`src/rtl/hsr_pkg.sv`:
```
package hsr_pkg;
  typedef enum logic [2:0] {
    ST_IDLE,
    ST_ADDR,
    ST_FETCH,
    ST_DRIVE,
    ST_CLOSE
  } hsr_state_e;
endpackage

```
`src/rtl/hsr_sync.sv`:
```
module hsr_sync #(
  parameter int W      = 1,
  parameter int STAGES = 2
) (
  input  logic         clk,
  input  logic         rst,
  input  logic [W-1:0] d,
  output logic [W-1:0] q
);
  logic [W-1:0] stg [STAGES];

  always_ff @(posedge clk) begin
    if (rst) stg[0] <= '0;
    else     stg[0] <= d;
  end

  for (genvar i = 1; i < STAGES; i++) begin : g_stage
    always_ff @(posedge clk) begin
      if (rst) stg[i] <= '0;
      else     stg[i] <= stg[i-1];
    end
  end

  assign q = stg[STAGES-1];
endmodule

```
`src/rtl/hsr_store.sv`:
```
module hsr_store #(
  parameter int AW       = 6,
  parameter int DW       = 16,
  parameter int WORD_MUL = 40503,
  parameter int WORD_OFS = 4660
) (
  input  logic          clk,
  input  logic [AW-1:0] rd_addr,
  output logic [DW-1:0] rd_data
);
  localparam int DEPTH = 1 << AW;

  logic [DW-1:0] mem [DEPTH];

  initial begin
    for (int i = 0; i < DEPTH; i++) mem[i] = DW'(i * WORD_MUL + WORD_OFS);
  end

  always_ff @(posedge clk) rd_data <= mem[rd_addr];
endmodule

```
`src/rtl/hsr_ctrl.sv`:
```
module hsr_ctrl
  import hsr_pkg::*;
#(
  parameter int AW      = 6,
  parameter int DW      = 16,
  parameter int LATENCY = 4
) (
  input  logic          clk,
  input  logic          rst,
  input  logic          req_s,
  input  logic          ack_s,
  input  logic [AW-1:0] addr_in,
  output logic [AW-1:0] rd_addr,
  input  logic [DW-1:0] rd_data,
  output logic          ack_out,
  output logic          drdy_out,
  output logic [DW-1:0] bus_out,
  output logic          bus_oe
);
  localparam int CW = (LATENCY < 2) ? 1 : $clog2(LATENCY);
  localparam logic [CW-1:0] LAST = CW'(LATENCY - 1);

  hsr_state_e    state;
  logic [CW-1:0] cnt;
  logic [AW-1:0] addr_q;

  assign rd_addr = addr_q;

  always_ff @(posedge clk) begin
    if (rst) begin
      state    <= ST_IDLE;
      ack_out  <= 1'b0;
      drdy_out <= 1'b0;
      bus_oe   <= 1'b0;
      bus_out  <= '0;
      addr_q   <= '0;
      cnt      <= '0;
    end else begin
      case (state)
        ST_IDLE: if (req_s && !ack_s) begin
          addr_q  <= addr_in;
          ack_out <= 1'b1;
          state   <= ST_ADDR;
        end
        ST_ADDR: if (!req_s) begin
          ack_out <= 1'b0;
          cnt     <= '0;
          state   <= ST_FETCH;
        end
        ST_FETCH: if (cnt == LAST) begin
          bus_out  <= rd_data;
          bus_oe   <= 1'b1;
          drdy_out <= 1'b1;
          state    <= ST_DRIVE;
        end else begin
          cnt <= cnt + CW'(1);
        end
        ST_DRIVE: if (ack_s) begin
          drdy_out <= 1'b0;
          bus_oe   <= 1'b0;
          state    <= ST_CLOSE;
        end
        ST_CLOSE: if (!ack_s) state <= ST_IDLE;
        default: state <= ST_IDLE;
      endcase
    end
  end

  AST_NO_DRIVE_IN_ADDR: assert property (@(posedge clk) disable iff (rst)
    ack_out |-> !bus_oe);
  AST_ACK_HOLD: assert property (@(posedge clk) disable iff (rst)
    (ack_out && req_s) |=> ack_out);
  AST_STROBES_EXCL: assert property (@(posedge clk) disable iff (rst)
    !(ack_out && drdy_out));
  AST_DRDY_WAIT: assert property (@(posedge clk) disable iff (rst)
    (drdy_out && !ack_s) |=> (drdy_out && bus_oe));
  AST_DATA_STABLE: assert property (@(posedge clk) disable iff (rst)
    (drdy_out && $past(drdy_out)) |-> $stable(bus_out));
  AST_IGNORE_BUSY: assert property (@(posedge clk) disable iff (rst)
    (state == ST_CLOSE && ack_s) |=> !ack_out);
endmodule

```
`src/rtl/hsr_responder.sv`:
```
module hsr_responder #(
  parameter int AW       = 6,
  parameter int DW       = 16,
  parameter int LATENCY  = 4,
  parameter int WORD_MUL = 40503,
  parameter int WORD_OFS = 4660
) (
  input  logic          clk,
  input  logic          rst,
  input  logic          req_in,
  input  logic          ack_in,
  input  logic [DW-1:0] bus_in,
  output logic [DW-1:0] bus_out,
  output logic          bus_oe,
  output logic          ack_out,
  output logic          drdy_out
);
  logic [1:0]    strobes_s;
  logic [AW-1:0] rd_addr;
  logic [DW-1:0] rd_data;
  logic          unused_hi;

  assign unused_hi = ^bus_in[DW-1:AW];

  hsr_sync #(.W(2), .STAGES(2)) u_sync (
    .clk (clk),
    .rst (rst),
    .d   ({ack_in, req_in}),
    .q   (strobes_s)
  );

  hsr_store #(.AW(AW), .DW(DW), .WORD_MUL(WORD_MUL), .WORD_OFS(WORD_OFS)) u_store (
    .clk     (clk),
    .rd_addr (rd_addr),
    .rd_data (rd_data)
  );

  hsr_ctrl #(.AW(AW), .DW(DW), .LATENCY(LATENCY)) u_ctrl (
    .clk      (clk),
    .rst      (rst),
    .req_s    (strobes_s[0]),
    .ack_s    (strobes_s[1]),
    .addr_in  (bus_in[AW-1:0]),
    .rd_addr  (rd_addr),
    .rd_data  (rd_data),
    .ack_out  (ack_out),
    .drdy_out (drdy_out),
    .bus_out  (bus_out),
    .bus_oe   (bus_oe)
  );
endmodule

```
`config.mk`:
```
export PLATFORM = sky130hd
export DESIGN_NAME = hsr_responder
export DESIGN_NICKNAME = d
export VERILOG_FILES = /design/src/rtl/hsr_pkg.sv /design/src/rtl/hsr_sync.sv /design/src/rtl/hsr_store.sv /design/src/rtl/hsr_ctrl.sv /design/src/rtl/hsr_responder.sv
export SDC_FILE = /design/constraint.sdc
export NUM_CORES = 1
export LEC_CHECK = 0
export BUFFER_PORTS_ARGS = -buffer_cell sky130_fd_sc_hd__clkbuf_2
export CORE_MARGIN = 3
export CORE_UTILIZATION = 62
export DETAILED_ROUTE_END_ITERATION = 12
export PLACE_DENSITY = 0.85
export SYNTH_ARGS = -nofsm -noshare
export SYNTH_HDL_FRONTEND = slang
export SYNTH_SLANG_ARGS = --single-unit
```
`constraint.sdc`:
```
create_clock -name clk -period 4.42 [get_ports clk]
set_clock_uncertainty 0.15 [all_clocks]
set_input_delay 0.221 -clock clk [delete_from_list [all_inputs] [get_ports clk]]
set_output_delay 0.221 -clock clk [all_outputs]
set_load 0.03 [all_outputs]
```
==> out/metrics.cfg <==
[yosys]
muxShareOfSynthArea_pct=4.93
ys_async_sr_fraction_pct=0
yosys.area_share.simple_pct=21.8
syn_avg_cell_area_sq_um=8.01
synth_compound_area_share_pct=25.7
yosysWarnings=0
ys_types=55
seq_area_frac_synth_pct=34.2
syn_inst=358
yosys.area_share.adder_pct=4.80
syn_nets=389
ys_seq_elements=49
synth_top_family_by_area=compound AO/OA/AOI/OAI gates
synth_area_sq_um=2870
synthFlopType=dfxtp_1
synth_edf_count=0
synth-xor-area-share_pct=1.22

[timing]
fmax_mhz=358
fin_crit_ns=2.79
tns_ns=0
hold_viol=0
layout_setup_ws_ns=1.63
slew_violations=0
period_share_pct=63.2
tightestPinTransition_ns=0.778
slew_headroom_pct=48.0
setup_viol=0
rsz0062_at_grt=no

[placement]
numPortBuffers=28
dp_slack_ns=1.73
place_hpwl_um=4140
gp_congestion=0.893

[clocking]
cts_resized=0
clkSinkCount=49
clk_pin_slew_ns=0.08
cts_buffers=5
cts_tree=yes
insertion_delay_ns=0.30
cts_root_buffer=clkbuf_8
htreeDepth=2
cts_buffer_depth=2

[cells_and_area]
finalNetCount=397
seqCellArea_sq_um=981
drive_gt1_share_pct=12.3
nFillCells=370
final_cell_mix=dfxtp_1, nand2_1, a21oi_1, clkbuf_2, nor2_1
area_growth_pct=5.02
multi_input_area_sq_um=1670
num_antenna_cells=0
layout_commonest_cell=dfxtp_1

[global_route]
grt-ovfl-total=0
grt_antenna_before_repair=0
track_usage_pct=24.2
grt_max_degree=53
grt_pass1_vias=2257
grt_pass1_wl_um=10500

[critical_path]
worstSetupPathType=reg -> reg
crit_fanout=21
slowest_stage=dfxtp_1
cp_common_cell=a311oi_1
critPathRequiredTime_ns=4.41
critPathLaunchType=register
worst_setup_path_end_kind=register
crit_path_max_incr_delay_ns=0.80
path_delay_family=flip-flops
worst_ep_arrival_time_ns=2.78
crit_chain=inv_1, ha_1, nand2b_1, a311oi_1, a311oi_1, a21oi_1
cp.buffers_inverters=1

[floorplanning]
core_area_sq_um=4410
die_h_um=74.0
initial_core_util_pct=64.9
std_cell_rows=24
die-area_sq_um=5480
die_w_um=74.0
pin_count=39

[power_and_ir_drop]
p_leak_nw=1.12
p_sw_share_pct=26.1
internal_power_w=0.000616
power.share.sequential_pct=57.4
power_switching_w=0.000217
vdd_drop_max_mv=0.167
cellPowerDensity_nw_per_um2=277
combPwrFrac_pct=13.9
p_clk_share_pct=28.6

[routing]
drt_iter0_markers=220
vias=2584
totalWireLength_um=6240
wire_per_inst_um=15.0
drtAntennaViolNets=0
first_pass_iters=5
drc=0
vias_per_cell=6.20

[outcome]
outcome=completed

[hold_path]
hold_path_class=in -> reg

[job]
maxCapViolations=0

worst min-delay path, stage by stage:
cell	delay, ns
clkbuf_2	0.07
mux2i_1	0.06
nor2_1	0.07
layer usage:
metal	up-vias	global-route usage, %	part of all wire, %
li1	1280	-	-
met1	1171	32.7	45
met2	124	39.9	45
met3	9	4.05	8.1
met4	0	7.04	1.1
met5	-	0	0
flip-flops by register name, summed over array words and instances, names as in the netlist:
| name | cells |
|---|---|
| u_ctrl.ack_out | 1 |
| u_ctrl.state | 3 |
| u_ctrl.rd_addr | 6 |
| u_store.rd_data | 16 |
| u_ctrl.bus_out | 16 |
| u_ctrl.cnt | 2 |
| u_ctrl.drdy_out | 1 |
| u_sync.stg | 4 |
power groups by stage:
| stage | clock [W] | sequential (W) | combinational [W] |
|---|---|---|---|
| after global placement | 0 | 0.000487 | 0.000109 |
| after detailed placement | 0 | 0.000488 | 0.000112 |
| final | 0.000239 | 0.000478 | 0.000116 |
| after CTS | 0.000248 | 0.000478 | 0.000114 |
| after global routing | 0.000273 | 0.000482 | 0.000128 |
| after floorplan | 0 | 0.000483 | 0.0000968 |
logic make-up after synthesis:
group,count (synthesis)
buf+inv,41
mux,14
simple gates,125
xor+xnor,4
fa+ha+maj,11
compound gates,114
flops,49
cell usage after synthesis (all sizes together) (4+ instances only):
library cell,number,area [sq um]
a21boi,4,30.0
a21oi,43,219
a311oi,5,43.8
a31oi,9,56.3
and2,4,25.0
buf,23,143
clkbuf,9,35.0
dfxtp,49,981
ha,11,138
inv,9,33.8
mux2i,13,130
nand2,48,180
nand2b,19,119
nor2,24,90.1
nor2b,10,62.6
nor3b,4,35.0
o211ai,5,37.5
o21ai,14,70.1
o22ai,5,31.3
layout make-up:
| type | instances | share of cell area, % |
|---|---|---|
| inverters | 9 | 1.12 |
| repair buffers | 33 | 6.07 |
| clock buffers | 5 | 2.29 |
| well taps | 52 | 2.16 |
| flip-flops and latches | 49 | 32.6 |
| clock inverters | 1 | 0.166 |
| multi-input cells | 268 | 55.6 |
timing repair:
item | 4_1_cts | 5_1_grt
endpoints found under the hold margin | 2 | 0
setup buffers | 0 | 0
hold buffers | 2 | 0
path summary, 6_finish.rpt:
path	start	endpoint	slack (ns)	cells after the start
worst min-delay path	bus_in[3]	u_ctrl.rd_addr[3]	0.006	3
worst max-delay path	u_ctrl.rd_addr[1]	u_store.rd_data[10]	1.63	6
worst max register to register	u_ctrl.rd_addr[1]	u_store.rd_data[10]	1.63	6
worst min register to register	u_store.rd_data[5]	u_ctrl.bus_out[5]	0.29	2
metrics by stage:
stage	cells	util, %	cell area [sq um]	total power, W	hold WS (ns)
floorplan	358	-	2870	0.000580	0.143
global placement	409	66.1	2920	0.000596	0.266
detailed placement	409	66.1	2920	0.000600	0.277
CTS	417	68.2	3010	0.000839	0.00274
global route	417	68.2	3010	0.000883	0.00581
finish	417	68.2	3010	0.000833	0.00563
Power figures use the tool's default switching activity.
